## src/rtl/cfg_i2c_pkg.sv

```systemverilog
package cfg_i2c_pkg;

   typedef enum logic [2:0] {
      ST_IDLE,
      ST_ADDR,
      ST_ADDR_ACK,
      ST_W_BYTE,
      ST_W_ACK,
      ST_R_BYTE,
      ST_R_ACK,
      ST_DONE
   } bus_state_t;

endpackage

```

## src/rtl/i2c_line_filter.sv

```systemverilog
module i2c_line_filter #(
   parameter int SYNC_STAGES = 2,
   parameter int FILT_LEN    = 3
) (
   input  logic clk,
   input  logic rst_n,
   input  logic line_i,
   output logic line_o
);

   localparam int CW = (FILT_LEN > 1) ? $clog2(FILT_LEN) : 1;

   if (SYNC_STAGES < 2) begin : g_bad_sync
      $error("SYNC_STAGES must be at least 2");
   end

   logic [SYNC_STAGES-1:0] sync_q;
   logic                   sync_out;

   always_ff @(posedge clk or negedge rst_n) begin
      if (!rst_n) sync_q <= '1;
      else        sync_q <= {sync_q[SYNC_STAGES-2:0], line_i};
   end

   assign sync_out = sync_q[SYNC_STAGES-1];

   if (FILT_LEN <= 1) begin : g_bypass
      always_ff @(posedge clk or negedge rst_n) begin
         if (!rst_n) line_o <= 1'b1;
         else        line_o <= sync_out;
      end
   end else begin : g_count
      logic [CW-1:0] run_cnt;

      always_ff @(posedge clk or negedge rst_n) begin
         if (!rst_n) begin
            line_o  <= 1'b1;
            run_cnt <= '0;
         end else if (sync_out == line_o) begin
            run_cnt <= '0;
         end else if (run_cnt == CW'(FILT_LEN - 1)) begin
            line_o  <= sync_out;
            run_cnt <= '0;
         end else begin
            run_cnt <= run_cnt + 1'b1;
         end
      end


      filt_stable_chk: assert property (@(posedge clk) disable iff (!rst_n)
         !$stable(line_o) |-> ($past(sync_out) == line_o && $past(sync_out, 2) == line_o));
   end

endmodule

```

## src/rtl/cfg_reg_bank.sv

```systemverilog
module cfg_reg_bank #(
   parameter int                      NUM_BYTES   = 7,
   parameter logic [NUM_BYTES*8-1:0]  CFG_DEFAULT = '0,
   parameter logic [NUM_BYTES*8-1:0]  STATUS_MASK = '0,
   parameter int                      BIDX_W      = $clog2(NUM_BYTES)
) (
   input  logic                     clk,
   input  logic                     rst_n,
   input  logic                     wr_en,
   input  logic [BIDX_W-1:0]        wr_idx,
   input  logic [7:0]               wr_data,
   input  logic [NUM_BYTES*8-1:0]   status_i,
   output logic [NUM_BYTES*8-1:0]   cfg_o,
   output logic [NUM_BYTES*8-1:0]   view_o
);

   logic [NUM_BYTES-1:0] hit_vec;

   for (genvar b = 0; b < NUM_BYTES; b++) begin : g_byte
      logic [7:0] byte_q;

      assign hit_vec[b] = wr_en && (wr_idx == BIDX_W'(b));

      always_ff @(posedge clk or negedge rst_n) begin
         if (!rst_n)          byte_q <= CFG_DEFAULT[b*8 +: 8];
         else if (hit_vec[b]) byte_q <= wr_data;
      end

      assign cfg_o[b*8 +: 8] = byte_q;
   end

   assign view_o = (cfg_o & ~STATUS_MASK) | (status_i & STATUS_MASK);


   one_byte_write_chk: assert property (@(posedge clk) disable iff (!rst_n)
      $onehot0(hit_vec));


   untouched_stable_chk: assert property (@(posedge clk) disable iff (!rst_n)
      !wr_en |=> $stable(cfg_o));

endmodule

```

## src/rtl/cfg_i2c_slave.sv

```systemverilog
module cfg_i2c_slave
   import cfg_i2c_pkg::*;
#(
   parameter int                      NUM_BYTES   = 7,
   parameter logic [6:0]              DEV_ADDR    = 7'h69,
   parameter int                      SYNC_STAGES = 2,
   parameter int                      FILT_LEN    = 3,
   parameter logic [NUM_BYTES*8-1:0]  CFG_DEFAULT = 56'h00_FF_FF_FF_FF_FF_02,
   parameter logic [NUM_BYTES*8-1:0]  STATUS_MASK = 56'h3C_00_00_00_00_00_00
) (
   input  logic                     clk,
   input  logic                     rst_n,
   input  logic                     scl_i,
   input  logic                     sda_i,
   output logic                     scl_oe_o,
   output logic                     sda_oe_o,
   input  logic [NUM_BYTES*8-1:0]   status_i,
   output logic [NUM_BYTES*8-1:0]   cfg_o
);

   localparam int REG_W  = NUM_BYTES * 8;
   localparam int CNT_W  = $clog2(NUM_BYTES + 4);
   localparam int BIDX_W = $clog2(NUM_BYTES);
   localparam logic [CNT_W-1:0] IDX_MAX = CNT_W'(NUM_BYTES + 2);

   if (NUM_BYTES < 2 || NUM_BYTES > 255) begin : g_bad_bytes
      $error("NUM_BYTES must lie in 2..255");
   end

   // line conditioning
   logic scl_f, sda_f, scl_d, sda_d;

   i2c_line_filter #(.SYNC_STAGES(SYNC_STAGES), .FILT_LEN(FILT_LEN)) u_scl_filt (
      .clk(clk), .rst_n(rst_n), .line_i(scl_i), .line_o(scl_f));

   i2c_line_filter #(.SYNC_STAGES(SYNC_STAGES), .FILT_LEN(FILT_LEN)) u_sda_filt (
      .clk(clk), .rst_n(rst_n), .line_i(sda_i), .line_o(sda_f));

   always_ff @(posedge clk or negedge rst_n) begin
      if (!rst_n) begin
         scl_d <= 1'b1;
         sda_d <= 1'b1;
      end else begin
         scl_d <= scl_f;
         sda_d <= sda_f;
      end
   end

   logic scl_rise, scl_fall, start_evt, stop_evt;
   assign scl_rise  = scl_f & ~scl_d;
   assign scl_fall  = ~scl_f & scl_d;
   assign start_evt = scl_f & scl_d & sda_d & ~sda_f;
   assign stop_evt  = scl_f & scl_d & ~sda_d & sda_f;

   // protocol state
   bus_state_t       state;
   logic [7:0]       shreg, tx;
   logic [3:0]       bitcnt;
   logic [CNT_W-1:0] idx, rd_sel;
   logic             acked;
   logic [REG_W-1:0] view;
   logic [7:0]       rd_byte;
   logic             wr_en;
   logic [7:0]       wr_data;
   logic [BIDX_W-1:0] wr_idx;

   assign wr_data = {shreg[6:0], sda_f};
   assign wr_en   = (state == ST_W_BYTE) && scl_rise && (bitcnt == 4'd7) &&
                    (idx >= CNT_W'(2)) && (idx < IDX_MAX);
   assign wr_idx  = BIDX_W'(idx - CNT_W'(2));

   cfg_reg_bank #(
      .NUM_BYTES(NUM_BYTES), .CFG_DEFAULT(CFG_DEFAULT),
      .STATUS_MASK(STATUS_MASK), .BIDX_W(BIDX_W)
   ) u_bank (
      .clk(clk), .rst_n(rst_n), .wr_en(wr_en), .wr_idx(wr_idx),
      .wr_data(wr_data), .status_i(status_i), .cfg_o(cfg_o), .view_o(view));

   always_comb begin
      rd_sel  = (state == ST_R_ACK) ? idx + 1'b1 : idx;
      rd_byte = 8'h00;
      if (rd_sel == '0) rd_byte = 8'(NUM_BYTES);
      for (int b = 0; b < NUM_BYTES; b++) begin
         if (rd_sel == CNT_W'(b + 1)) rd_byte = view[b*8 +: 8];
      end
   end

   always_ff @(posedge clk or negedge rst_n) begin
      if (!rst_n) begin
         state    <= ST_IDLE;
         shreg    <= '0;
         tx       <= '0;
         bitcnt   <= '0;
         idx      <= '0;
         acked    <= 1'b0;
         sda_oe_o <= 1'b0;
      end else if (start_evt) begin
         state    <= ST_ADDR;
         bitcnt   <= '0;
         sda_oe_o <= 1'b0;
      end else if (stop_evt) begin
         state    <= ST_IDLE;
         sda_oe_o <= 1'b0;
      end else begin
         unique case (state)
            ST_ADDR: begin
               if (scl_rise) begin
                  shreg  <= wr_data;
                  bitcnt <= bitcnt + 1'b1;
               end else if (scl_fall && bitcnt == 4'd8) begin
                  if (shreg[7:1] == DEV_ADDR) begin
                     state    <= ST_ADDR_ACK;
                     sda_oe_o <= 1'b1;
                     idx      <= '0;
                  end else begin
                     state <= ST_DONE;
                  end
               end
            end
            ST_ADDR_ACK: begin
               if (scl_fall) begin
                  bitcnt <= '0;
                  if (shreg[0]) begin
                     state    <= ST_R_BYTE;
                     tx       <= rd_byte;
                     sda_oe_o <= ~rd_byte[7];
                  end else begin
                     state    <= ST_W_BYTE;
                     sda_oe_o <= 1'b0;
                  end
               end
            end
            ST_W_BYTE: begin
               if (scl_rise) begin
                  shreg  <= wr_data;
                  bitcnt <= bitcnt + 1'b1;
                  if (bitcnt == 4'd7 && idx != IDX_MAX) idx <= idx + 1'b1;
               end else if (scl_fall && bitcnt == 4'd8) begin
                  state    <= ST_W_ACK;
                  sda_oe_o <= 1'b1;
                  bitcnt   <= '0;
               end
            end
            ST_W_ACK: begin
               if (scl_fall) begin
                  state    <= ST_W_BYTE;
                  sda_oe_o <= 1'b0;
               end
            end
            ST_R_BYTE: begin
               if (scl_rise) begin
                  bitcnt <= bitcnt + 1'b1;
               end else if (scl_fall) begin
                  if (bitcnt == 4'd8) begin
                     state    <= ST_R_ACK;
                     sda_oe_o <= 1'b0;
                  end else begin
                     tx       <= {tx[6:0], 1'b0};
                     sda_oe_o <= ~tx[6];
                  end
               end
            end
            ST_R_ACK: begin
               if (scl_rise) begin
                  acked <= ~sda_f;
               end else if (scl_fall) begin
                  if (acked) begin
                     state    <= ST_R_BYTE;
                     bitcnt   <= '0;
                     tx       <= rd_byte;
                     sda_oe_o <= ~rd_byte[7];
                     if (idx != IDX_MAX) idx <= idx + 1'b1;
                  end else begin
                     state <= ST_DONE;
                  end
               end
            end
            default: ;
         endcase
      end
   end

   assign scl_oe_o = 1'b0;


   sda_owner_chk: assert property (@(posedge clk) disable iff (!rst_n)
      sda_oe_o |-> (state == ST_ADDR_ACK || state == ST_W_ACK || state == ST_R_BYTE));


   addr_match_chk: assert property (@(posedge clk) disable iff (!rst_n)
      $rose(state == ST_ADDR_ACK) |-> (shreg[7:1] == DEV_ADDR));


   stop_idle_chk: assert property (@(posedge clk) disable iff (!rst_n)
      stop_evt |=> (state == ST_IDLE && !sda_oe_o));


   count_first_chk: assert property (@(posedge clk) disable iff (!rst_n)
      ($past(state) == ST_ADDR_ACK && state == ST_R_BYTE) |-> (tx == 8'(NUM_BYTES)));


   scl_free_chk: assert property (@(posedge clk) disable iff (!rst_n)
      bitcnt <= 4'd8 && !scl_oe_o);

endmodule

```

## config.mk

```make
export PLATFORM = sky130hd
export DESIGN_NAME = cfg_i2c_slave
export DESIGN_NICKNAME = d
export VERILOG_FILES = /design/src/rtl/cfg_i2c_pkg.sv /design/src/rtl/i2c_line_filter.sv /design/src/rtl/cfg_reg_bank.sv /design/src/rtl/cfg_i2c_slave.sv
export SDC_FILE = /design/constraint.sdc
export NUM_CORES = 1
export LEC_CHECK = 0
export CAP_MARGIN = 20
export CORE_MARGIN = 8
export CORE_UTILIZATION = 60
export DETAILED_ROUTE_END_ITERATION = 12
export DONT_BUFFER_PORTS = 1
export PLACE_DENSITY = 0.84
export SLEW_MARGIN = 15
export SYNTH_ARGS = -nofsm -noshare
export SYNTH_HDL_FRONTEND = slang
export SYNTH_SLANG_ARGS = --single-unit
```

## constraint.sdc

```tcl
create_clock -name clk -period 3.4 [get_ports clk]
set_input_delay 0.51 -clock clk [delete_from_list [all_inputs] [get_ports clk]]
set_output_delay 0.51 -clock clk [all_outputs]
set_load 0.03 [all_outputs]
```

# After elaboration in Yosys (flattened, before gate mapping)
# Cells that the tools add are included.
[totals]
regBits = 96
inputBits = 60
output_inout_bits = 58
word_cells = 214
[op_classes]
addsub = 5
order_cmp = 2
n_eq_ne = 61
n_mux = 76
bitwise = 18
reduce_logical = 30
[op_table]
columns = ["op", "count"]
rows = [
  ["4-bit two-way mux", 19],
  ["7-bit two-way mux", 8],
  ["8-bit two-way mux", 7],
  ["56-bit by 54-bit OR with 56-bit output", 1],
  ["4-bit inequality test, second input constant", 13],
  ["3-bit two-way mux", 16],
  ["2-bit inequality test, second input constant", 13],
  ["12-bit AND reduction", 2],
  ["7-bit one-hot mux with 3 select lines", 1],
  ["4-bit by 3-bit equality test with 1-bit output, second input constant", 5],
  ["3-bit equality test, second input constant", 6],
  ["3-bit one-hot mux with 6 select lines", 1],
  ["1-bit two-way mux", 16],
  ["4-bit one-hot mux with 4 select lines", 1],
  ["1-bit logical AND", 13],
  ["13-bit AND reduction", 1],
  ["3-bit by 2-bit equality test with 1-bit output, second input constant", 4],
  ["3-bit inequality test, second input constant", 4],
  ["4-bit one-hot mux with 3 select lines", 1],
  ["11-bit AND reduction", 1],
  ["2-bit two-way mux", 5],
  ["1-bit inverter", 10],
  ["4-bit by 1-bit adder with 4-bit output, second input constant", 2],
  ["4-bit by 2-bit equality test with 1-bit output, second input constant", 2],
  ["other kinds (24)", 40],
]

# Depth between registers and ports, before layout
[depth]
word_depth = 18
ltp_mapped = 13
ltp_nobuf = 9

# By module
# A second synthesis with hierarchy kept.
[hier_totals]
hier_cells = 529
area_unflattened_um2 = 5719.2
[modules_own_cells]
columns = ["module", "instances", "cells_per_inst", "area_per_inst_um2", "seq_area_each_um2"]
rows = [
  ["cfg_i2c_slave", 1, 327, 2742.6, 753.2],
  ["cfg_reg_bank", 1, 182, 2618.8, 1452.6],
  ["i2c_line_filter", 2, 10, 178.9, 128.9],
]

# Worst setup path after synthesis
# Ideal clock, no wire load.
[synth_path]
path_type = "register to register"
startpoint = "register idx[0]"
endpoint = "register tx[4]"
arrival_ps = 2464
required_ps = 3274
slack_ps = 811
path_stages_with_launch = 12
n_path_buf = 3
period_less_slack_ps = 2589
path_cell_list = "dfrtp_1 -> buf_2 -> inv_1 -> clkbuf_1 -> ha_1 -> buf_2 -> inv_1 -> nor2_1 -> a221oi_1 -> o31ai_1 -> a221oi_1 -> o21ai_1"
[synth_between]
elab_chain_len = 14
[synth_rtl]
columns = ["element", "line", "text"]
rows = [
  ["start, declared", "cfg_i2c_slave.sv:59", "logic [CNT_W-1:0] idx, rd_sel;"],
  ["start signal, assigned", "cfg_i2c_slave.sv:137", "if (bitcnt == 4'd7 && idx != IDX_MAX) idx <= idx + 1'b1;"],
  ["start signal, assigned", "cfg_i2c_slave.sv:172", "if (idx != IDX_MAX) idx <= idx + 1'b1;"],
  ["4-bit by 1-bit adder with 4-bit output", "cfg_i2c_slave.sv:80", "rd_sel = (state == ST_R_ACK) ? idx + 1'b1 : idx;"],
  ["4-bit two-way mux (*)", "cfg_i2c_slave.sv:80", ""],
  ["4-bit by 1-bit equality test with 1-bit output", "cfg_i2c_slave.sv:84", "if (rd_sel == CNT_W'(b + 1)) rd_byte = view[b*8 +: 8];"],
  ["8-bit two-way mux (6 in a row)", "cfg_i2c_slave.sv:84", ""],
  ["8-bit two-way mux (*)", "cfg_i2c_slave.sv:84", ""],
  ["7-bit two-way mux", "cfg_i2c_slave.sv:167", "if (acked) begin"],
  ["7-bit two-way mux", "cfg_i2c_slave.sv:166", "end else if (scl_fall) begin"],
  ["7-bit two-way mux", "cfg_i2c_slave.sv:164", "if (scl_rise) begin"],
  ["7-bit one-hot mux with 3 select lines (*)", "cfg_i2c_slave.sv:105", "unique case (state)"],
  ["end signal, assigned", "cfg_i2c_slave.sv:125", "tx <= rd_byte;"],
  ["end signal, assigned", "cfg_i2c_slave.sv:158", "tx <= {tx[6:0], 1'b0};"],
  ["end signal, assigned", "cfg_i2c_slave.sv:170", "tx <= rd_byte;"],
  ["end, declared", "cfg_i2c_slave.sv:57", "logic [7:0] shreg, tx;"],
]
# Mark *: on every way between the ends. The rest lies on a longest branch, timed or not. The select of a mux whose other input is x is not followed.
# A chain may end at the register's enable or synchronous reset.

# Final worst setup path
[layout_path]
startpoint = "register idx[1]"
endpoint = "register sda_oe_o"
[layout_between]
elab_chain_len = 17
[layout_rtl]
columns = ["element", "line", "text"]
rows = [
  ["4-bit by 1-bit adder with 4-bit output", "cfg_i2c_slave.sv:80", ""],
  ["4-bit two-way mux (*)", "cfg_i2c_slave.sv:80", ""],
  ["4-bit by 1-bit equality test with 1-bit output", "cfg_i2c_slave.sv:84", ""],
  ["8-bit two-way mux (6 in a row)", "cfg_i2c_slave.sv:84", ""],
  ["8-bit two-way mux (*)", "cfg_i2c_slave.sv:84", ""],
  ["1-bit inverter (*)", "cfg_i2c_slave.sv:126, cfg_i2c_slave.sv:171", ""],
  ["1-bit two-way mux", "cfg_i2c_slave.sv:167", ""],
  ["1-bit two-way mux", "cfg_i2c_slave.sv:166", ""],
  ["1-bit two-way mux", "cfg_i2c_slave.sv:164", ""],
  ["1-bit one-hot mux with 6 select lines (*)", "cfg_i2c_slave.sv:105", ""],
  ["1-bit two-way mux (*)", "cfg_i2c_slave.sv:101", "end else if (stop_evt) begin"],
  ["1-bit two-way mux (*)", "cfg_i2c_slave.sv:97", "end else if (start_evt) begin"],
  ["end signal, assigned", "cfg_i2c_slave.sv:126", "sda_oe_o <= ~rd_byte[7];"],
  ["end signal, assigned", "cfg_i2c_slave.sv:159", "sda_oe_o <= ~tx[6];"],
  ["end signal, assigned", "cfg_i2c_slave.sv:171", "sda_oe_o <= ~rd_byte[7];"],
  ["end, declared", "cfg_i2c_slave.sv:16", "output logic sda_oe_o,"],
]
# Marked as above.

==> flow_metrics.py <==
metrics = {
    "run_status": {
        "status": "complete, no violations",
    },
    "synth": {
        "ys_warn_count": 0,
        "postSynthCellCount": 510,
        "netlist_area_um2": 5545,
        "synth_edf_count": 0,
        "avgSynthCellArea_um2": 10.87,
        "ys_seq_elements": 96,
        "synth.distinct_cells": 76,
        "ys.flop_type": "dfstp_2",
        "async_flop_share_pct": 100.0,
        "synthesis.nets": 578,
        "ys_seq_area_share_pct": 44.43,
    },
    "placement": {
        "dp_hpwl_mm": 10.01,
        "place_ws_ps": 558.4,
        "place.gp.congestion": 0.9340,
        "portBuffers": 0,
    },
    "route": {
        "vias_per_cell": 6.874,
        "drt_wl_total_mm": 14.12,
        "firstDrtPassIters": 5,
        "antenna_left": 0,
        "vias": 4207,
        "first_iter_violations": 304,
        "wl_per_cell_um": 23.07,
        "drc": 0,
    },
    "job": {
        "cap_violations": 0,
    },
    "pwr": {
        "power.share.sequential_pct": 36.7,
        "ir_drop_uv": 372.6,
        "p_leak_nw": 2.462,
        "p_sw_mw": 1.869,
        "p_int_mw": 2.408,
        "p_per_area_nw_per_um2": 738.2,
        "p_comb_share_pct": 45.5,
        "clockPowerShare_pct": 17.8,
        "p_sw_share_pct": 43.70,
    },
    "setup_path": {
        "cp-endpoint": "sda_oe_o$_DFFE_PN0P_",
        "crit_type": "flop to flop",
        "reg2reg_from": "idx[1]$_DFFE_PN0P_",
        "cpMostUsedCell": "inv_1",
        "crit_fanout": 17,
        "critPathLaunchType": "flop",
        "max_stage_delay_ps": 620,
        "crit_path_end_kind": "flop",
        "crit_chain": "inv_1, ha_1, buf_4, inv_1, nor2_1, nor2_2, a2111oi_2, a211oi_1, o31ai_1",
        "critPathLaunch": "idx[1]$_DFFE_PN0P_",
        "cpMaxStageDelayCell": "dfrtp_1",
        "r2r_setup_slack_ps": 480,
        "r2r-end": "sda_oe_o$_DFFE_PN0P_",
        "critPathArrivalTime_ps": 3180,
        "reg2reg_depth": 9,
        "crit_required_ps": 3660,
    },
    "timing": {
        "skew_ps": 12.30,
        "max_freq_ghz": 0.3427,
        "relSlewSlack_pct": 51.71,
        "finalWorstSetupSlack_ps": 482.2,
        "tightest_slew_ps": 721.7,
        "fin_crit_sh_pct": 85.82,
        "report.final.slew_viol_count": 0,
        "final-setup-viol-count": 0,
        "final_hold_viol_count": 0,
        "rsz0062_at_grt": "false",
        "post-route-min-period_ps": 2918,
        "setup_tns_ps": 0,
    },
    "finish": {
        "multi_input_area_um2": 2864,
        "final_util_pct": 63.61,
        "fillers": 702,
        "antenna_cells": 0,
        "drive_gt1_share_pct": 31.94,
        "nets": 564,
        "seq_area_um2": 2464,
        "syn2layout_area_growth_pct": 4.490,
    },
    "clock_tree": {
        "cts_root_buf": "clkbuf_8",
        "clock_latency_ps": 360,
        "cts-htree-levels": 3,
        "clockBufferDepth": 2,
        "cts_hold_buf": 1,
        "cts_tree": "built",
        "cts_buffers": 9,
        "clkTransAtPathRegs_ps": 100,
        "clock-sinks": 96,
        "cts_resized": 0,
        "postCtsSetupRepairBufs": 0,
    },
    "floorplanning": {
        "pin_count": 118,
        "num_rows": 35,
        "start_util_pct": 60.88,
        "die_area_um2": 12570,
        "core_um2": 9109,
        "fp.dieH_um": 112.1,
        "die_x_um": 112.1,
    },
    "min_path": {
        "hold_path_class": "input port to asynchronous set/reset pin",
    },
    "global_routing": {
        "grt_antenna_before_repair": 0,
        "grt_pass1_wl_mm": 22.52,
        "grt_util_all_layers_pct": 22.39,
        "grt_pass1_vias": 4096,
        "gr-total-overflow": 0,
        "grt_start_max_net_pins": 97,
    },
}
-- power groups by stage --
| stage | sequential (mW) | combinational [mW] | clock [mW] |
|---|---|---|---|
| finish | 1.57 | 1.95 | 0.762 |
| global route | 1.59 | 2.13 | 0.809 |
| CTS | 1.56 | 1.90 | 0.769 |
| detailed placement | 1.58 | 1.87 | 0 |
| global placement | 1.57 | 1.80 | 0 |
| floorplan | 1.44 | 1.60 | 0 |
-- registers in the layout, indices dropped and copies added, names as in the netlist --
| name | cells |
|---|---|
| acked | 1 |
| bitcnt | 4 |
| idx | 4 |
| scl_d | 1 |
| sda_d | 1 |
| sda_oe_o | 1 |
| shreg | 8 |
| state | 3 |
| tx | 7 |
| u_bank.g_byte.byte_q | 56 |
| u_scl_filt.g_count.run_cnt | 2 |
| u_scl_filt.line_o | 1 |
| u_scl_filt.sync_q | 2 |
| u_sda_filt.g_count.run_cnt | 2 |
| u_sda_filt.line_o | 1 |
| u_sda_filt.sync_q | 2 |
-- worst max-delay path, delay by kind of cell (launching register included) --
family | cells | cell delay, ps
adders and majority gates | 1 | 380
and+or+nand+nor | 2 | 600
AOI/OAI and AO/OA | 3 | 680
buffers and inverters | 3 | 530
DFF | 1 | 620
-- cell usage after synthesis, types with 4 or more instances --
master,count,area share (%)
mux2_2,38,7.7
mux2_1,7,1.4
mux2_4,24,6.5
buf_4,6,0.81
xnor2_1,4,0.63
clkbuf_1,10,0.68
o22ai_1,6,0.68
o221ai_1,4,0.63
nor2b_1,5,0.56
nor2_1,24,1.6
a31oi_1,8,0.90
nand3_1,14,1.3
inv_1,10,0.68
o31ai_1,7,0.95
dfrtp_1,47,21
nand2_1,42,2.8
nor3_1,16,1.4
nand2_4,4,0.81
buf_2,12,1.1
nand2b_1,7,0.79
dfstp_2,49,23
a211oi_1,6,0.81
nand3b_1,4,0.54
ha_1,8,1.8
o21ai_0,31,2.8
a21oi_1,25,2.3
o311ai_0,4,0.63
a221oi_1,7,1.1
mux2i_1,8,1.4
-- kinds of logic (layout without fill, tap and decap cells) --
family | Yosys count | in the layout | synth area share [%]
adders and majority gates | 8 | 8 | 1.805
buffers and inverters | 45 | 36 | 3.926
other | 1 | 1 | 0.06762
and+or+nand+nor | 145 | 145 | 14.78
xor gates and xnor gates | 9 | 9 | 2.031
DFF | 96 | 96 | 44.43
muxes | 77 | 77 | 17.08
AOI/OAI and AO/OA | 129 | 129 | 15.88
-- worst min path at each step --
stage	to	slack, ps	cells past startpoint
floorplan	acked$_DFFE_PN0P_	210	0
global placement	u_bank.g_byte[0].byte_q[6]$_DFFE_PN0P_	220	0
detailed placement	shreg[6]$_DFFE_PN0P_	220	0
CTS	u_bank.g_byte[6].byte_q[4]$_DFFE_PN0P_	70	1
global route	u_bank.g_byte[6].byte_q[4]$_DFFE_PN0P_	90	1
finish	u_bank.g_byte[6].byte_q[4]$_DFFE_PN0P_	60	1
-- through the flow --
step / total power, mW / instances / hold slack [ps] / instance area (µm²)
after floorplan: 3.038 / 510 / 214.4 / 5545
after CTS: 4.236 / 612 / 74.29 / 5794
final: 4.277 / 612 / 64.74 / 5794
after global placement: 3.370 / 595 / 219.3 / 5572
after detailed placement: 3.450 / 595 / 219.4 / 5572
after global routing: 4.531 / 612 / 91.78 / 5794
-- placed cells by master (no fill, tap or decap), drive strengths merged, types with 3 or more instances in the layout --
master and n:
mux2 69, dfstp 49, nand2 49, dfrtp 47, o21ai 34, nor2 28, a21oi 26, nor3 16
nand3 14, inv 12, clkbuf 10, buf 10, mux2i 8, a31oi 8, ha 8, nand2b 8
o31ai 7, a221oi 7, xnor2 7, a211oi 6, o22ai 6, nor2b 5, nand3b 5, o311ai 4
o221ai 4, and3b 3, o2111ai 3, nand4b 3, a311oi 3
-- routing by layer --
metal | part of all wire [%] | GRT usage [%]
met5 | 0 | 0
met4 | 2.6 | 9.712
met3 | 8.5 | 5.207
met2 | 48 | 35.85
met1 | 41 | 28.41
-- area by class of cell --
cell class                 instances  share of cell area, %
clock buffer                      10                  2.203
clock inverter                     6                  1.166
inverter                          10                 0.6478
multi-input combinational        369                  49.43
sequential                        96                  42.52
tap                              111                  2.397
timing repair buffer              10                  1.641
Power figures use the tool's default switching activity.
